==> config.mk <==
export PLATFORM = sky130hd
export DESIGN_NAME = hsb_bridge
export DESIGN_NICKNAME = d
export VERILOG_FILES = /design/src/rtl/hsb_pkg.sv /design/src/rtl/hsb_seq.sv /design/src/rtl/hsb_lanes.sv /design/src/rtl/hsb_bridge.sv
export SDC_FILE = /design/constraint.sdc
export NUM_CORES = 1
export LEC_CHECK = 0
export BUFFER_PORTS_ARGS = -buffer_cell sky130_fd_sc_hd__buf_4
export CAP_MARGIN = 0
export CORE_UTILIZATION = 45
export CTS_BUF_LIST = sky130_fd_sc_hd__clkbuf_4
export DETAILED_ROUTE_END_ITERATION = 8
export HOLD_SLACK_MARGIN = 0.15
export PLACE_DENSITY_LB_ADDON = 0.05
export SLEW_MARGIN = 20
export SYNTH_ARGS = -nofsm -noshare
export SYNTH_HDL_FRONTEND = slang
export SYNTH_SLANG_ARGS = --single-unit
==> constraint.sdc <==
create_clock -name clk -period 8.6 [get_ports clk]
set_input_delay 2.58 -clock clk [delete_from_list [all_inputs] [get_ports clk]]
set_output_delay 2.58 -clock clk [all_outputs]
set_load 0.05 [all_outputs]
==> src/rtl/hsb_pkg.sv <==
`timescale 1ns/1ps
package hsb_pkg;

  // exchange the two bytes of a halfword
  function automatic logic [15:0] swap_half(input logic [15:0] h);
    return {h[7:0], h[15:8]};
  endfunction

  // one step moves a byte pair unless bypass leaves an odd address or one byte
  function automatic logic pair_step(input logic addr_odd, input logic two_left,
                                     input logic bypass);
    return bypass ? (!addr_odd && two_left) : 1'b1;
  endfunction

  // byte lanes touched by a step starting at word offset off
  function automatic logic [3:0] lane_mask(input logic [1:0] off, input logic pair);
    return pair ? (4'b0011 << off) : (4'b0001 << off);
  endfunction

  // byte on lane off of a 32-bit word
  function automatic logic [7:0] pick_byte(input logic [31:0] w, input logic [1:0] off);
    return w[8*off +: 8];
  endfunction

endpackage

==> src/rtl/hsb_seq.sv <==
`timescale 1ns/1ps
module hsb_seq #(
  parameter int AW          = 32,
  parameter int LW          = 16,
  parameter int CHUNK_BYTES = 64
) (
  input  logic          clk,
  input  logic          rst_n,
  input  logic          start,
  input  logic [AW-1:0] start_addr,
  input  logic [LW-1:0] start_len,
  input  logic          start_wr,
  input  logic          start_byp,
  input  logic          step,
  output logic          busy,
  output logic          wr_dir,
  output logic          bypass,
  output logic [AW-1:0] cur_addr,
  output logic          pair,
  output logic          burst_end,
  output logic          done
);
  localparam int CW = $clog2(CHUNK_BYTES + 1);

  logic [LW-1:0] rem_q;
  logic [CW-1:0] chunk_q;
  logic [1:0]    step_sz;
  logic          final_step;
  logic          chunk_full;
  logic          chunked;
  logic [CW:0]   chunk_next;

  assign pair       = hsb_pkg::pair_step(cur_addr[0], rem_q >= LW'(2), bypass);
  assign step_sz    = pair ? 2'd2 : 2'd1;
  assign final_step = (rem_q == LW'(step_sz));
  assign chunked    = wr_dir && !bypass;
  assign chunk_next = {1'b0, chunk_q} + (CW+1)'(step_sz);
  assign chunk_full = chunked && (chunk_next == (CW+1)'(CHUNK_BYTES));
  assign burst_end  = final_step || chunk_full;

  always_ff @(posedge clk) begin
    if (!rst_n) begin
      busy     <= 1'b0;
      wr_dir   <= 1'b0;
      bypass   <= 1'b0;
      cur_addr <= '0;
      rem_q    <= '0;
      chunk_q  <= '0;
      done     <= 1'b0;
    end else begin
      done <= 1'b0;
      if (start && !busy) begin
        if (start_len == '0) begin
          done <= 1'b1;
        end else begin
          busy     <= 1'b1;
          cur_addr <= start_addr;
          rem_q    <= start_len;
          wr_dir   <= start_wr;
          bypass   <= start_byp;
          chunk_q  <= '0;
        end
      end else if (step && busy) begin
        cur_addr <= cur_addr + AW'(step_sz);
        rem_q    <= rem_q - LW'(step_sz);
        if (chunked) chunk_q <= chunk_full ? '0 : chunk_next[CW-1:0];
        if (final_step) begin
          busy <= 1'b0;
          done <= 1'b1;
        end
      end
    end
  end


  addr_step_chk: assert property (@(posedge clk) disable iff (!rst_n)
    (step && busy) |=> (cur_addr == $past(cur_addr) + AW'($past(step_sz))));


  burst_cap_chk: assert property (@(posedge clk) disable iff (!rst_n)
    chunk_q < CW'(CHUNK_BYTES));


  done_follow_chk: assert property (@(posedge clk) disable iff (!rst_n)
    (step && busy && final_step) |=> (done && !busy));


  zero_len_chk: assert property (@(posedge clk) disable iff (!rst_n)
    (start && !busy && start_len == '0) |=> (done && !busy));

endmodule

==> src/rtl/hsb_lanes.sv <==
`timescale 1ns/1ps
module hsb_lanes (
  input  logic        bypass,
  input  logic        pair,
  input  logic [1:0]  off,
  input  logic [15:0] wr_half,
  input  logic [31:0] rdata,
  output logic [31:0] wdata,
  output logic [3:0]  strb,
  output logic [15:0] rd_half
);
  logic [15:0] mem_order;
  logic [7:0]  lo_b;
  logic [7:0]  hi_b;

  // mem_order[7:0] belongs at the lower address
  assign mem_order = bypass ? wr_half : hsb_pkg::swap_half(wr_half);
  assign wdata     = pair ? {2{mem_order}} : {4{mem_order[7:0]}};
  assign strb      = hsb_pkg::lane_mask(off, pair);

  assign lo_b    = hsb_pkg::pick_byte(rdata, off);
  assign hi_b    = hsb_pkg::pick_byte(rdata, off + 2'd1);
  assign rd_half = !pair  ? {8'h00, lo_b} :
                   bypass ? {hi_b, lo_b}  : {lo_b, hi_b};


  always_comb begin
    if (!pair) byte_step_chk: assert (!(rd_half[15:8] != 8'h00));
  end

endmodule

==> src/rtl/hsb_bridge.sv <==
`timescale 1ns/1ps
module hsb_bridge #(
  parameter int AW          = 32,
  parameter int LW          = 16,
  parameter int CHUNK_BYTES = 64
) (
  input  logic          clk,
  input  logic          rst_n,
  input  logic          cfg_hi_we,
  input  logic [AW-1:0] cfg_hi_val,
  input  logic          req_valid,
  output logic          req_ready,
  input  logic [AW-1:0] req_addr,
  input  logic [LW-1:0] req_len,
  input  logic          req_write,
  input  logic          req_bypass,
  input  logic          wr_valid,
  output logic          wr_ready,
  input  logic [15:0]   wr_data,
  output logic          rd_valid,
  input  logic          rd_ready,
  output logic [15:0]   rd_data,
  output logic          mem_valid,
  input  logic          mem_ready,
  output logic          mem_write,
  output logic [AW-1:0] mem_addr,
  output logic [3:0]    mem_strb,
  output logic [31:0]   mem_wdata,
  output logic          mem_last,
  input  logic [31:0]   mem_rdata,
  output logic          done
);
  logic [AW-1:0] hi_q;
  logic [AW-1:0] formed_addr;
  logic [AW-1:0] start_addr;
  logic [LW-1:0] start_len;
  logic          accept;
  logic          beat_fire;
  logic          busy;
  logic          wr_dir;
  logic          bypass;
  logic          pair;
  logic          burst_end;
  logic [AW-1:0] cur_addr;

  always_ff @(posedge clk) begin
    if (!rst_n)         hi_q <= '0;
    else if (cfg_hi_we) hi_q <= cfg_hi_val;
  end

  assign formed_addr = req_addr | hi_q;
  assign start_addr  = req_bypass ? formed_addr : {formed_addr[AW-1:1], 1'b0};
  assign start_len   = req_bypass ? req_len     : {req_len[LW-1:1], 1'b0};

  assign req_ready = !busy;
  assign accept    = req_valid && req_ready;

  assign mem_valid = busy && (wr_dir ? wr_valid : rd_ready);
  assign beat_fire = mem_valid && mem_ready;
  assign wr_ready  = busy && wr_dir && mem_ready;
  assign rd_valid  = beat_fire && !wr_dir;
  assign mem_write = wr_dir;
  assign mem_addr  = cur_addr;
  assign mem_last  = burst_end;

  hsb_seq #(.AW(AW), .LW(LW), .CHUNK_BYTES(CHUNK_BYTES)) u_seq (
    .clk        (clk),
    .rst_n      (rst_n),
    .start      (accept),
    .start_addr (start_addr),
    .start_len  (start_len),
    .start_wr   (req_write),
    .start_byp  (req_bypass),
    .step       (beat_fire),
    .busy       (busy),
    .wr_dir     (wr_dir),
    .bypass     (bypass),
    .cur_addr   (cur_addr),
    .pair       (pair),
    .burst_end  (burst_end),
    .done       (done)
  );

  hsb_lanes u_lanes (
    .bypass  (bypass),
    .pair    (pair),
    .off     (cur_addr[1:0]),
    .wr_half (wr_data),
    .rdata   (mem_rdata),
    .wdata   (mem_wdata),
    .strb    (mem_strb),
    .rd_half (rd_data)
  );


  half_align_chk: assert property (@(posedge clk) disable iff (!rst_n)
    (mem_valid && !bypass) |-> (mem_addr[0] == 1'b0 && $countones(mem_strb) == 2));


  odd_byte_chk: assert property (@(posedge clk) disable iff (!rst_n)
    (mem_valid && bypass && mem_addr[0]) |-> ($countones(mem_strb) == 1));


  accept_busy_chk: assert property (@(posedge clk) disable iff (!rst_n)
    (accept && req_len >= LW'(2)) |=> !req_ready);

endmodule

==> run_results.csv <==
group,metric,value,unit
outcome,status,"completed",
power,power_leakage,3.259,nW
critical_path,setup.worst_path.start_class,"register",
floorplan,initial_core_util,46.65,%
synthesis,netlist_area,5934,um2
cts,cts.path.max_buffers,2,
power,p_comb_share,44.6,%
synthesis,synthTopCellsByCount,"dfxtp_1 (91), nand2_1 (65), o21ai_0 (63), a21oi_1 (45), clkbuf_1 (44)",
power,clkPwrFrac,18.3,%
run,maxCapViolations,0,
drt,drtPass1Iterations,5,
cells_and_area,area_delta_synth_final,30.38,%
cts,ctsHoldBuffers,0,
hold_path,holdCritPathClass,"reg2reg",
timing,fin_tns_setup,0,ps
timing,setup_viol,0,
cts,cts_resized,0,
power,pwr-share-seq,37.1,%
critical_path,critPathMaxFanout,10,
drt,met3_length,1347,um
critical_path,critPathRequiredTime,6020,ps
critical_path,endpoint_kind,"output port",
cts,clock-sinks,91,
synthesis,ys_warn_count,0,
synthesis,ys_types,60,
timing,tightest_slew,971.4,ps
synthesis,syn-num-nets,869,
drt,wl_met2,9355,um
timing,fmax,135.4,MHz
timing,slew_headroom,35.00,%
timing,finalCritPeriodShare,85.87,%
drt,wirelength,19070,um
global_route,grt_pass1_wl,28420,um
drt,wire_per_inst,17.77,um
global_route,antenna_found_initial,2,
synthesis,postSynthCellCount,722,
floorplan,pin_count,228,
timing,slew_violations,0,
placed_design,portBuffers,227,
timing,clock_skew,19.61,ps
floorplan,die_h,116.8,um
cells_and_area,final_nets,1041,
synthesis,seq_area_frac_synth,30.70,%
placed_design,dp_hpwl,13720,um
placed_design,place.gp.congestion,0.8172,
global_route,gr-total-overflow,0,
power,sw_frac_of_total,42.47,%
critical_path,arrival,4800,ps
synthesis,synth_top_cell_area_share,30.70,%
floorplan,die_w,116.8,um
cts,htree_levels,3,
synthesis,synthFlopType,"dfxtp_1",
drt,via_per_inst,5.793,
drt,ant_nets,0,
drt,drc,0,
cts,cts_root_buf,"clkbuf_4",
power,switchingPower,0.5742,mW
power,total_power,1.352,mW
cts,clock_latency,460,ps
cts,tritoncts,"yes",
power,max-vdd-ir-drop,0.07726,mV
cells_and_area,num-fill-cells,1116,
timing,rsz0062_at_grt,"false",
synthesis,synth.most_common_cell,"dfxtp_1",
floorplan,die-area,13650,um2
drt,highest_layer,"met4",
critical_path,timing_worst_setup_path_type,"reg2out",
global_route,first_global_vias,5610,
synthesis,synth_area_leader_cell,"dfxtp_1",
power,p_int,0.7778,mW
synthesis,synth.area.top_cells,"dfxtp_1 (31%), mux2i_1 (6.1%), mux4_2 (6.1%)",
cells_and_area,fin_util,60.82,%
timing,min_period,7385,ps
synthesis,async_flop_share,0,%
drt,route.layer.met1.wl,7787,um
cts,clk_pin_slew_worst_paths,150,ps
timing,hold_viol,0,
floorplan,coreArea,12720,um2
floorplan,rows,41,
cells_and_area,drive_gt1_share,33.37,%
drt,drt-initial-drc-count,267,
power,power.density,174.7,nW/um2
global_route,grt_max_degree,96,
global_route,grt_use_total,26.87,%
synthesis,synth-seq-cells,91,
cts,post-cts-setup-buffers,0,
cts,cts_made_buffers,9,
synthesis,synth_edf_count,0,
drt,num_vias,6216,
synthesis,syn_avg_cell_area,8.219,um2
==> cell usage in the layout (no fill, tap or decap), drive strengths merged, types with 18 or more instances in the layout <==
master and count:
buf 231, dfxtp 91, nand2 65, o21ai 63, a21oi 45, nor2b 43, nor2 38, mux2i 36
inv 24, nor3 23, nand3 18
==> critical path: stages, from the launching register on <==
cell and delay [ps]:
dfxtp_1 380, or3_1 440, or4_4 470, nor3_1 300
a21o_1 360, nand2_1 250, inv_1 230, ha_1 210
inv_1 60, fa_1 440, nand3b_1 240, or3_1 400
mux2i_1 180, nand3_1 110, nand2_1 80, buf_4 200
==> final timing paths <==
path / from / to / slack [ps] / cells past startpoint
min: u_seq.rem_q[10] / u_seq.rem_q[10] / 480 / 2
max reg2reg: u_seq.rem_q[8] / u_seq.cur_addr[31] / 3700 / 12
max: u_seq.rem_q[8] / mem_last / 1220 / 15
min reg2reg: u_seq.rem_q[10] / u_seq.rem_q[10] / 480 / 2
==> cell families after synthesis <==
family                   synth area share (%)
AND/OR/NAND/NOR                         22.18
buffers and inverters                   7.105
AO/OA/AOI/OAI                           22.35
multiplexers                            15.18
flip-flops                              30.70
adder cells (fa/ha/maj)                 2.488
==> power groups by stage <==
stage,sequential (mW),combinational [mW],clock [mW]
5_1_grt,0.508,0.646,0.268
3_3_place_gp,0.507,0.591,0
4_1_cts,0.501,0.601,0.251
2_1_floorplan,0.543,0.384,0
6_report,0.501,0.603,0.247
3_5_place_dp,0.510,0.599,0
==> layer usage <==
metal  vias to the layer above  track usage [%]
li1                       2994                -
met1                      2916            31.53
met2                       266            48.17
met3                        40            4.789
met4                         0            11.39
met5                         -                0
==> state kept, by name (all words and copies together), names as in the netlist <==
register / count
hi_q: 32
u_seq.busy: 1
u_seq.bypass: 1
u_seq.chunk_q: 7
u_seq.cur_addr: 32
u_seq.done: 1
u_seq.rem_q: 16
u_seq.wr_dir: 1
==> through the flow <==
| stage | setup slack (ps) | cells | hold slack, ps | cell area, um2 |
|---|---|---|---|---|
| after floorplan | 2063 | 722 | 431.5 | 5934 |
| after global placement | 1848 | 1054 | 447.3 | 7560 |
| after detailed placement | 1723 | 1054 | 456.1 | 7560 |
| after CTS | 1186 | 1070 | 476.4 | 7696 |
| after global routing | 861.5 | 1073 | 487.3 | 7737 |
| final | 1215 | 1073 | 479.0 | 7737 |
==> layout make-up <==
type,count,area [um2],share of cell area [%]
Multi-Input combinational cell,537,3714,47.99
Sequential cell,91,1823,23.56
Timing Repair Buffer,231,1754,22.67
Tap cell,172,215.2,2.781
Inverter,24,90.09,1.164
Clock buffer,11,82.58,1.067
Clock inverter,5,53.80,0.6953
Antenna cell,2,5.005,0.06468
Power figures use the tool's default switching activity.
